--- config.mk ---
export PLATFORM = sky130hd
export DESIGN_NAME = hi_init_ctrl
export DESIGN_NICKNAME = d
export VERILOG_FILES = /design/src/rtl/hi_init_pkg.sv /design/src/rtl/hi_ctrl_reg.sv /design/src/rtl/hi_init_exec.sv /design/src/rtl/hi_addr_cnt.sv /design/src/rtl/hi_init_ctrl.sv
export SDC_FILE = /design/constraint.sdc
export NUM_CORES = 1
export LEC_CHECK = 0
export BUFFER_PORTS_ARGS = -buffer_cell sky130_fd_sc_hd__buf_2
export CORE_AREA = 2 2 39 41
export DETAILED_ROUTE_END_ITERATION = 12
export DIE_AREA = 0 0 41 43
export GPL_ROUTABILITY_DRIVEN = 0
export REMOVE_ABC_BUFFERS = 1
export SYNTH_ARGS = -nofsm -noshare
export SYNTH_HDL_FRONTEND = slang
export SYNTH_SLANG_ARGS = --single-unit
--- constraint.sdc ---
create_clock -name clk -period 1.1 [get_ports clk]
set_input_delay 0.055 -clock clk [delete_from_list [all_inputs] [get_ports clk]]
set_output_delay 0.055 -clock clk [all_outputs]
set_load 0.02 [all_outputs]
--- src/rtl/hi_init_pkg.sv ---
package hi_init_pkg;
  localparam int CTRL_W = 8;
  localparam int CNT_W  = 2;

  localparam int B_RQR  = 0;
  localparam int B_RQT  = 1;
  localparam int B_RSV  = 2;
  localparam int B_HF0  = 3;
  localparam int B_HF1  = 4;
  localparam int B_MLO  = 5;
  localparam int B_MHI  = 6;
  localparam int B_INIT = 7;

  typedef enum logic [1:0] {
    MODE_IRQ   = 2'b00,
    MODE_DMA24 = 2'b01,
    MODE_DMA16 = 2'b10,
    MODE_DMA8  = 2'b11
  } hi_mode_e;

  function automatic logic mode_is_dma(input logic [1:0] m);
    return hi_mode_e'(m) != MODE_IRQ;
  endfunction

  function automatic logic [CNT_W-1:0] preload_value(input logic [1:0] m);
    return mode_is_dma(m) ? CNT_W'(m) : '0;
  endfunction

  function automatic logic [CTRL_W-1:0] mask_reserved(input logic [CTRL_W-1:0] v);
    logic [CTRL_W-1:0] r;
    r = v;
    r[B_RSV] = 1'b0;
    return r;
  endfunction
endpackage

--- src/rtl/hi_ctrl_reg.sv ---
module hi_ctrl_reg
  import hi_init_pkg::*;
(
  input  logic              clk,
  input  logic              rst,
  input  logic              wr_en,
  input  logic [CTRL_W-1:0] wr_data,
  input  logic              init_done,
  output logic [CTRL_W-1:0] ctrl
);
  always_ff @(posedge clk) begin
    if (rst) begin
      ctrl <= '0;
    end else if (wr_en) begin
      ctrl <= mask_reserved(wr_data);
    end else if (init_done) begin
      ctrl[B_INIT] <= 1'b0;
    end
  end
endmodule

--- src/rtl/hi_init_exec.sv ---
module hi_init_exec
  import hi_init_pkg::*;
(
  input  logic [CTRL_W-1:0] ctrl,
  output logic              fire,
  output logic              dma,
  output logic              rxdf_clr,
  output logic              htde_set,
  output logic              txde_set,
  output logic              hrdf_clr,
  output logic              illegal
);
  logic rqr, rqt, bad_pair;

  always_comb begin
    fire     = ctrl[B_INIT];
    dma      = mode_is_dma(ctrl[B_MHI:B_MLO]);
    rqr      = ctrl[B_RQR];
    rqt      = ctrl[B_RQT];
    bad_pair = dma && rqr && rqt;
    illegal  = fire && bad_pair;
    rxdf_clr = fire && rqr && !bad_pair;
    htde_set = fire && rqr && !bad_pair;
    txde_set = fire && rqt && !bad_pair;
    hrdf_clr = fire && rqt && !bad_pair;
  end
endmodule

--- src/rtl/hi_addr_cnt.sv ---
module hi_addr_cnt
  import hi_init_pkg::*;
(
  input  logic             clk,
  input  logic             rst,
  input  logic             load,
  input  logic [1:0]       mode,
  output logic [CNT_W-1:0] cnt
);
  always_ff @(posedge clk) begin
    if (rst) begin
      cnt <= '0;
    end else if (load) begin
      cnt <= preload_value(mode);
    end
  end
endmodule

--- src/rtl/hi_init_ctrl.sv ---
module hi_init_ctrl
  import hi_init_pkg::*;
(
  input  logic              clk,
  input  logic              rst,
  input  logic              wr_en,
  input  logic [CTRL_W-1:0] wr_data,
  output logic [CTRL_W-1:0] ctrl_q,
  output logic              dma_on,
  output logic              rxdf_clr,
  output logic              htde_set,
  output logic              txde_set,
  output logic              hrdf_clr,
  output logic              init_err,
  output logic [CNT_W-1:0]  byte_addr
);
  logic              init_fire;
  logic [CTRL_W-1:0] ctrl;

  hi_ctrl_reg u_reg (
    .clk(clk), .rst(rst), .wr_en(wr_en), .wr_data(wr_data),
    .init_done(init_fire), .ctrl(ctrl)
  );

  hi_init_exec u_exec (
    .ctrl(ctrl), .fire(init_fire), .dma(dma_on),
    .rxdf_clr(rxdf_clr), .htde_set(htde_set),
    .txde_set(txde_set), .hrdf_clr(hrdf_clr), .illegal(init_err)
  );

  hi_addr_cnt u_cnt (
    .clk(clk), .rst(rst), .load(init_fire),
    .mode(ctrl[B_MHI:B_MLO]), .cnt(byte_addr)
  );

  assign ctrl_q = ctrl;
endmodule

==> impl_table.tex, run 1 <==
\begin{tabular}{lr}
\hline
Metric & Value \\
\hline
\multicolumn{2}{l}{\textbf{Status}} \\
Outcome & finished, violations left \\
Failing checks & negative setup slack \\
\multicolumn{2}{l}{\textbf{Detailed routing}} \\
WL/cell & 11.21 um \\
Wire length after detailed routing & 908 um \\
Number of violations reported at the end of detailed-routing iteration 0 & 1 \\
Number of nets with antenna violations after detailed routing & 0 \\
Vias & 342 \\
Pre-Repair DR Iteration Count & 4 \\
Post-route DRC & 0 \\
Vias per std cell & 4.222 \\
\multicolumn{2}{l}{\textbf{CTS}} \\
CTS sink cnt & 9 \\
Clock latency on the worst-skew pair & 260 ps \\
Root Driver & sky130\_fd\_sc\_hd\_\_clkbuf\_4 \\
CTS Buf Count & 3 \\
Clock tree from TritonCTS & yes \\
Total of hold buffers inserted after clock tree synthesis & 0 \\
Depth of the CTS H-tree & 1 \\
CTS clock-pin slew for the worst setup and hold paths & 60 ps \\
Maximum buffer depth of the clock tree & 2 \\
\multicolumn{2}{l}{\textbf{STA}} \\
Final Skew & 3.449 ps \\
Final min period & 1199 ps \\
Final count of hold timing violations & 0 \\
Number of pins exceeding their max-slew limit in the final report & 0 \\
Part of the cycle the worst path needs & 1.090 \\
Worst Setup Slack, final & -99.11 ps \\
Unrepaired setup endpoints after global routing & yes \\
Highest clock frequency the design can meet & 833.9 MHz \\
Final count of negative-setup-slack endpoints & 5 \\
\multicolumn{2}{l}{\textbf{Power and ir drop}} \\
Max VDD drop & 0.0004346 V \\
Total power & 737.9 uW \\
Combinational group share of total power & 0.175 \\
Switching part of the total & 0.2685 \\
Sw power & 198.2 uW \\
Internal power consumption & 539.8 uW \\
Proportion of power drawn by the clock network & 0.341 \\
Portion of total power attributed to sequential cells & 0.484 \\
Leakage power total & 0.0003001 uW \\
Ratio of total power to cell area & 1277 nW/um2 \\
\multicolumn{2}{l}{\textbf{Layout}} \\
Share of post-route cells with drive strength above 1 & 0.5538 \\
N\_diodes & 0 \\
Most common library cell in the layout ignoring fill and taps & sky130\_fd\_sc\_hd\_\_buf\_2 \\
Total number of nets in the final design & 77 \\
Synth-to-Final Area Change & 49.03\% \\
Layout fillers & 138 \\
Commonest cells after routing, fill and taps aside & sky130\_fd\_sc\_hd\_\_buf\_2, sky130\_fd\_sc\_hd\_\_nor2\_1, sky130\_fd\_sc\_hd\_\_mux2i\_1 \\
\multicolumn{2}{l}{\textbf{Worst setup path}} \\
Type of destination of the critical path & primary output \\
Data required time at the worst endpoint & 1040 ps \\
Largest fanout on the critical path & 3 \\
Critical path start-end classification & register to primary output \\
Data arrival, critical path & 1140 ps \\
Type of origin of the critical path & register \\
\multicolumn{2}{l}{\textbf{GRT}} \\
First-pass GRT wire length & 1.076 mm \\
Largest net degree at the start of global routing & 10 \\
Overall Global Routing Usage & 0.09889 \\
Via count of the first global-routing pass & 275 \\
Antenna violations before repair & 0 \\
GRT Residual Overflow & 0 \\
\multicolumn{2}{l}{\textbf{Placement}} \\
Buffers on Ports & 24 \\
Worst slack, placed & 140.6 ps \\
\multicolumn{2}{l}{\textbf{Floorplan}} \\
I/O pin count & 27 \\
Placeable Area & 1384 um2 \\
Die area & 1763 um2 \\
DIE HEIGHT & 43 um \\
Starting Density & 0.2803 \\
Width of the die & 41 um \\
Standard-cell rows & 14 \\
\multicolumn{2}{l}{\textbf{Synth}} \\
Register bit count reported by yosys & 9 \\
Fraction of the yosys area taken by sequential cells & 0.4645 \\
Average cell area after synthesis & 9.697 um2 \\
Number of warnings printed during yosys synthesis & 0 \\
Post-synth cell types & 11 \\
Area of the mapped netlist & 387.9 um2 \\
Synth Instances & 40 \\
\multicolumn{2}{l}{\textbf{Flow run}} \\
Number of max-capacitance violations reported & 0 \\
\multicolumn{2}{l}{\textbf{Hold path}} \\
Type of the tightest min-delay check & primary input to register \\
\hline
\end{tabular}
## worst max-delay path: stages, from the launching register on
cell                      delay, ps
sky130_fd_sc_hd__dfxtp_2        320
sky130_fd_sc_hd__or2_4          280
sky130_fd_sc_hd__a21oi_4        160
sky130_fd_sc_hd__buf_6          140
## Yosys cell counts
library cell              count  area (um2)
sky130_fd_sc_hd__dfxtp_1      9       180.2
sky130_fd_sc_hd__nor2_1       9       33.78
sky130_fd_sc_hd__mux2i_1      8       80.08
sky130_fd_sc_hd__buf_4        5       37.54
sky130_fd_sc_hd__a21oi_2      2       17.52
sky130_fd_sc_hd__nand2_1      2       7.510
sky130_fd_sc_hd__and3b_1      1       8.760
sky130_fd_sc_hd__buf_2        1       5.000
sky130_fd_sc_hd__conb_1       1       3.750
sky130_fd_sc_hd__o21ai_0      1       5.000
sky130_fd_sc_hd__or2_4        1       8.760
## registers in the layout (all words and copies together), names as in the netlist
signal      cells
u_reg.ctrl      7
u_cnt.cnt       2
## logic make-up after synthesis
logic type,synth area share
and+or+nand+nor,0.1516
DFF,0.4645
muxes,0.2065
buffers and inverters,0.1097
AOI/OAI and AO/OA,0.05806
other,0.009668
## metal layers
metal  global-route usage  wire length, um  vias to the layer above
li1                     -                -                      173
met4               0.1000                0                        0
met5                    0                0                        -
met1              0.08824              344                      149
met2               0.1563              467                       20
met3              0.03141               96                        0
## layout make-up
cell class                      instances  area [um2]  area share
Sequential cell                         9       183.9      0.3182
Multi-Input combinational cell         25       180.2      0.3117
Timing Repair Buffer                   27       167.7      0.2900
Clock buffer                            4       26.28     0.04545
Tap cell                               16       20.02     0.03463
## metrics by stage
step,instances,TNS [ps],hold slack (ps),util,area (um2)
2_1_floorplan,34,-281.5,127.4,-,345.3
3_3_place_gp,74,0,295.7,0.3508,485.5
3_5_place_dp,74,0,294.8,0.3508,485.5
4_1_cts,81,-327.0,22.49,0.3960,548.0
5_1_grt,81,-709.1,34.94,0.4177,578.1
6_report,81,-414.3,32.34,0.4177,578.1
## worst paths after layout
path	start	to	slack, ps	depth (start not counted)
setup / recovery	u_reg.ctrl[5]	txde_set	-100	3
hold / removal	wr_data[3]	u_reg.ctrl[3]	30	3
setup reg to reg	u_reg.ctrl[6]	u_cnt.cnt[1]	220	4
hold reg to reg	u_reg.ctrl[3]	u_reg.ctrl[3]	490	2
## timing repair
action,4_1_cts,5_1_grt
setup buffers,3,0
resized for setup,8,6
pin swaps,2,0
setup endpoints to repair,5,5
cloned,0,0
## power by group through the flow
stage,clock network [uW],registers (uW),logic (uW)
3_3_place_gp,0,364,109
4_1_cts,268,355,124
3_5_place_dp,0,364,109
6_report,252,357,129
5_1_grt,285,358,139
2_1_floorplan,0,382,42.8
No activity file was read; power rests on OpenSTA's default activity.
==> run 2, diff against run 1 <==
--- a/config.mk
+++ b/config.mk
@@ -13,4 +13,5 @@
 export REMOVE_ABC_BUFFERS = 1
 export SYNTH_ARGS = -nofsm -noshare
 export SYNTH_HDL_FRONTEND = slang
+export SYNTH_HIERARCHICAL = 1
 export SYNTH_SLANG_ARGS = --single-unit
==> impl_table.tex, run 2 <==
\begin{tabular}{lr}
\hline
Metric & Value \\
\hline
\multicolumn{2}{l}{\textbf{Detailed routing}} \\
Vias & 369 (was 342) \\
Vias per std cell & 4.500 (was 4.222) \\
Pre-Repair DR Iteration Count & 4 (unchanged) \\
Post-route DRC & 0 (unchanged) \\
Wire length after detailed routing & 875 um (was 908 um) \\
Number of nets with antenna violations after detailed routing & 0 (unchanged) \\
Number of violations reported at the end of detailed-routing iteration 0 & 1 (unchanged) \\
WL/cell & 10.67 um (was 11.21 um) \\
\multicolumn{2}{l}{\textbf{CTS}} \\
Clock latency on the worst-skew pair & 250 ps (was 260 ps) \\
CTS clock-pin slew for the worst setup and hold paths & 60 ps (about the same) \\
Total of hold buffers inserted after clock tree synthesis & 0 (unchanged) \\
CTS sink cnt & 9 (unchanged) \\
Clock tree from TritonCTS & yes (unchanged) \\
Depth of the CTS H-tree & 1 (unchanged) \\
Root Driver & sky130\_fd\_sc\_hd\_\_clkbuf\_4 (unchanged) \\
Maximum buffer depth of the clock tree & 2 (unchanged) \\
CTS Buf Count & 3 (unchanged) \\
\multicolumn{2}{l}{\textbf{STA}} \\
Worst Setup Slack, final & -100.1 ps (was -99.11 ps) \\
Final count of hold timing violations & 0 (unchanged) \\
Hold WS & 33.92 ps (was 32.34 ps) \\
Part of the cycle the worst path needs & 1.091 (was 1.090) \\
Final count of negative-setup-slack endpoints & 4 (was 5) \\
Highest clock frequency the design can meet & 833.3 MHz (was 833.9 MHz) \\
Final min period & 1200 ps (was 1199 ps) \\
Number of pins exceeding their max-slew limit in the final report & 0 (unchanged) \\
Unrepaired setup endpoints after global routing & yes (unchanged) \\
Final Skew & 1.523 ps (was 3.449 ps) \\
\multicolumn{2}{l}{\textbf{Worst setup path}} \\
Type of destination of the critical path & primary output (unchanged) \\
Worst path slowest cell & sky130\_fd\_sc\_hd\_\_dfxtp\_2 (unchanged) \\
Cell-by-cell trace of the critical path & or2\_4 -> a21oi\_4 -> buf\_6 (unchanged) \\
Data arrival, critical path & 1150 ps (was 1140 ps) \\
Largest fanout on the critical path & 3 (unchanged) \\
Critical path start-end classification & register to primary output (unchanged) \\
Type of origin of the critical path & register (unchanged) \\
Data required time at the worst endpoint & 1040 ps (about the same) \\
Stage delay of the slowest cell on the critical path & 320 ps (about the same) \\
\multicolumn{2}{l}{\textbf{Placement}} \\
Placed instance area & 501.7 um2 (was 485.5 um2) \\
Buffers on Ports & 24 (unchanged) \\
Worst slack, placed & 75.04 ps (was 140.6 ps) \\
\multicolumn{2}{l}{\textbf{Synth}} \\
Fraction of the mapped netlist area in adder cells & 0 (unchanged) \\
Post-synth EDFFs & 0 (unchanged) \\
Area of the mapped netlist & 395.4 um2 (was 387.9 um2) \\
Number of warnings printed during yosys synthesis & 6 (was 0) \\
Prevailing post-synth register cell & sky130\_fd\_sc\_hd\_\_dfxtp\_1 (unchanged) \\
Share of the synthesized area in the top cell type & 0.4557 (was 0.4645) \\
Post-synth top area cell & sky130\_fd\_sc\_hd\_\_dfxtp\_1 (unchanged) \\
Average cell area after synthesis & 9.643 um2 (was 9.697 um2) \\
Area fraction in compound gates after synthesis & 0.06962 (was 0.05806) \\
Post-synth cell types & 12 (was 11) \\
Largest family of logic cells by synthesized area & multiplexers (unchanged) \\
Ranking of synthesized cells by instance count & sky130\_fd\_sc\_hd\_\_dfxtp\_1, sky130\_fd\_sc\_hd\_\_nor2\_1, sky130\_fd\_sc\_hd\_\_mux2i\_1, sky130\_fd\_sc\_hd\_\_buf\_4, sky130\_fd\_sc\_hd\_\_nand2\_1 (was sky130\_fd\_sc\_hd\_\_dfxtp\_1, sky130\_fd\_sc\_hd\_\_nor2\_1, sky130\_fd\_sc\_hd\_\_mux2i\_1, sky130\_fd\_sc\_hd\_\_buf\_4) \\
Fraction of the yosys area taken by sequential cells & 0.4557 (was 0.4645) \\
Simple-gate portion of the synthesized area & 0.1582 (was 0.1516) \\
Portion of netlist area occupied by mux cells & 0.2025 (was 0.2065) \\
XOR/XNOR share of the synthesized area & 0 (unchanged) \\
Synth Instances & 41 (was 40) \\
Synth top area cells & sky130\_fd\_sc\_hd\_\_dfxtp\_1, sky130\_fd\_sc\_hd\_\_mux2i\_1, sky130\_fd\_sc\_hd\_\_nor2\_1, sky130\_fd\_sc\_hd\_\_buf\_4, sky130\_fd\_sc\_hd\_\_a21oi\_2 (was sky130\_fd\_sc\_hd\_\_dfxtp\_1, sky130\_fd\_sc\_hd\_\_mux2i\_1, sky130\_fd\_sc\_hd\_\_buf\_4, sky130\_fd\_sc\_hd\_\_nor2\_1, sky130\_fd\_sc\_hd\_\_a21oi\_2) \\
Register bit count reported by yosys & 9 (unchanged) \\
Async set-or-reset flop fraction in the synthesized netlist & 0 (unchanged) \\
\multicolumn{2}{l}{\textbf{Floorplan}} \\
Width of the die & 41 um (unchanged) \\
DIE HEIGHT & 43 um (unchanged) \\
Standard-cell rows & 14 (unchanged) \\
Die area & 1763 um2 (unchanged) \\
Placeable Area & 1384 um2 (unchanged) \\
Starting Density & 0.2857 (was 0.2803) \\
I/O pin count & 27 (unchanged) \\
\multicolumn{2}{l}{\textbf{GRT}} \\
Largest net degree at the start of global routing & 10 (unchanged) \\
Antenna violations before repair & 0 (unchanged) \\
Via count of the first global-routing pass & 310 (was 275) \\
GRT Residual Overflow & 0 (unchanged) \\
First-pass GRT wire length & 1.248 mm (was 1.076 mm) \\
Overall Global Routing Usage & 0.1065 (was 0.09889) \\
\multicolumn{2}{l}{\textbf{Power and ir drop}} \\
Max VDD drop & 0.0004385 V (was 0.0004346 V) \\
Total power & 745.1 uW (was 737.9 uW) \\
Leakage power total & 0.0002955 uW (was 0.0003001 uW) \\
Ratio of total power to cell area & 1254 nW/um2 (was 1277 nW/um2) \\
\multicolumn{2}{l}{\textbf{Layout}} \\
Share of post-route cells with drive strength above 1 & 0.5758 (was 0.5538) \\
Most common library cell in the layout ignoring fill and taps & sky130\_fd\_sc\_hd\_\_buf\_2 (unchanged) \\
Number of flip-flops in the largest register & 7 (unchanged) \\
Synth-to-Final Area Change & 50.32\% (was 49.03\%) \\
N\_diodes & 0 (unchanged) \\
Final instance area & 594.3 um2 (was 578.1 um2) \\
Largest registers in the final layout & u\_reg/ctrl: 7 flops, u\_cnt/cnt: 2 flops (was u\_reg.ctrl: 7 flops, u\_cnt.cnt: 2 flops) \\
Register containing the most flip-flops in the final layout & u\_reg/ctrl (was u\_reg.ctrl) \\
Share of the core filled with cells & 0.4295 (was 0.4177) \\
Total number of nets in the final design & 78 (was 77) \\
Commonest cells after routing, fill and taps aside & sky130\_fd\_sc\_hd\_\_buf\_2, sky130\_fd\_sc\_hd\_\_nor2\_1, sky130\_fd\_sc\_hd\_\_mux2i\_1 (unchanged) \\
\multicolumn{2}{l}{\textbf{Status}} \\
Outcome & finished, violations left (unchanged) \\
Failing checks & negative setup slack (unchanged) \\
\multicolumn{2}{l}{\textbf{Flow run}} \\
Number of max-capacitance violations reported & 0 (unchanged) \\
\multicolumn{2}{l}{\textbf{Hold path}} \\
Type of the tightest min-delay check & primary input to register (unchanged) \\
\hline
\end{tabular}
run 2: cell count changes in the layout (fill, tap and decap cells not counted), sizes merged:
cell / delta
nand2: +1
and3b: -1
or3b: +1
buf: -1
a21oi: +1
run 2: layout make-up:
cell class,instances,area [um2]
tap,16,20.02
multi-input combinational,27,192.7
sequential,9,188.9
fill,141,789.5
clock buffer,4,26.28
timing repair buffer,26,166.4
run 2: cell families (layout without fill, tap and decap cells):
| logic type | Yosys count | count (layout) |
|---|---|---|
| compound gates | 4 | 4 |
| buf+inv | 5 | 30 |
| simple gates | 14 | 14 |
| flops | 9 | 9 |
| other cells | 1 | 1 |
| mux | 8 | 8 |
run 2: worst paths after layout:
check	from	end	slack (ps)	cells past startpoint
hold reg to reg	u_cnt/cnt[1]	u_cnt/cnt[1]	490	2
setup / recovery	u_reg/ctrl[6]	htde_set	-100	3
hold / removal	wr_data[5]	u_reg/ctrl[5]	30	3
setup reg to reg	u_reg/ctrl[7]	u_reg/ctrl[7]	160	2
run 2: repair_timing:
action	in CTS	in global routing
pin swaps	2	2
endpoints found under the setup margin	5	5
cloned	0	0
gates resized for setup	7	13
buffers inserted	1	0
run 2: layer usage:
metal,track usage,vias up,share of wire
met5,0,-,0
met4,0.08000,0,0.011
met3,0.03141,2,0.090
met2,0.1813,16,0.49
met1,0.09677,167,0.40
li1,-,184,-
run 2: worst max-delay path: cells and delay by family (launching register included):
| kind | cells | cell delay, ps |
|---|---|---|
| flip-flops | 1 | 320 |
| AND/OR/NAND/NOR | 1 | 270 |
| buffers and inverters | 1 | 140 |
| AO/OA/AOI/OAI | 1 | 160 |
run 2: where the power goes:
group | internal (uW) | leakage [uW] | switching [uW]
Combinational | 59.5 | 0.000205 | 75.7
Sequential | 343 | 0.0000760 | 16.4
Clock | 140 | 0.0000150 | 111
Total | 542 | 0.000296 | 203
run 2: metrics by stage:
step                      cells  TNS (ps)
final                        82    -388.9
after global routing         82    -630.7
after CTS                    82    -294.0
after detailed placement     77         0
after global placement       77         0
after floorplan              36    -281.5
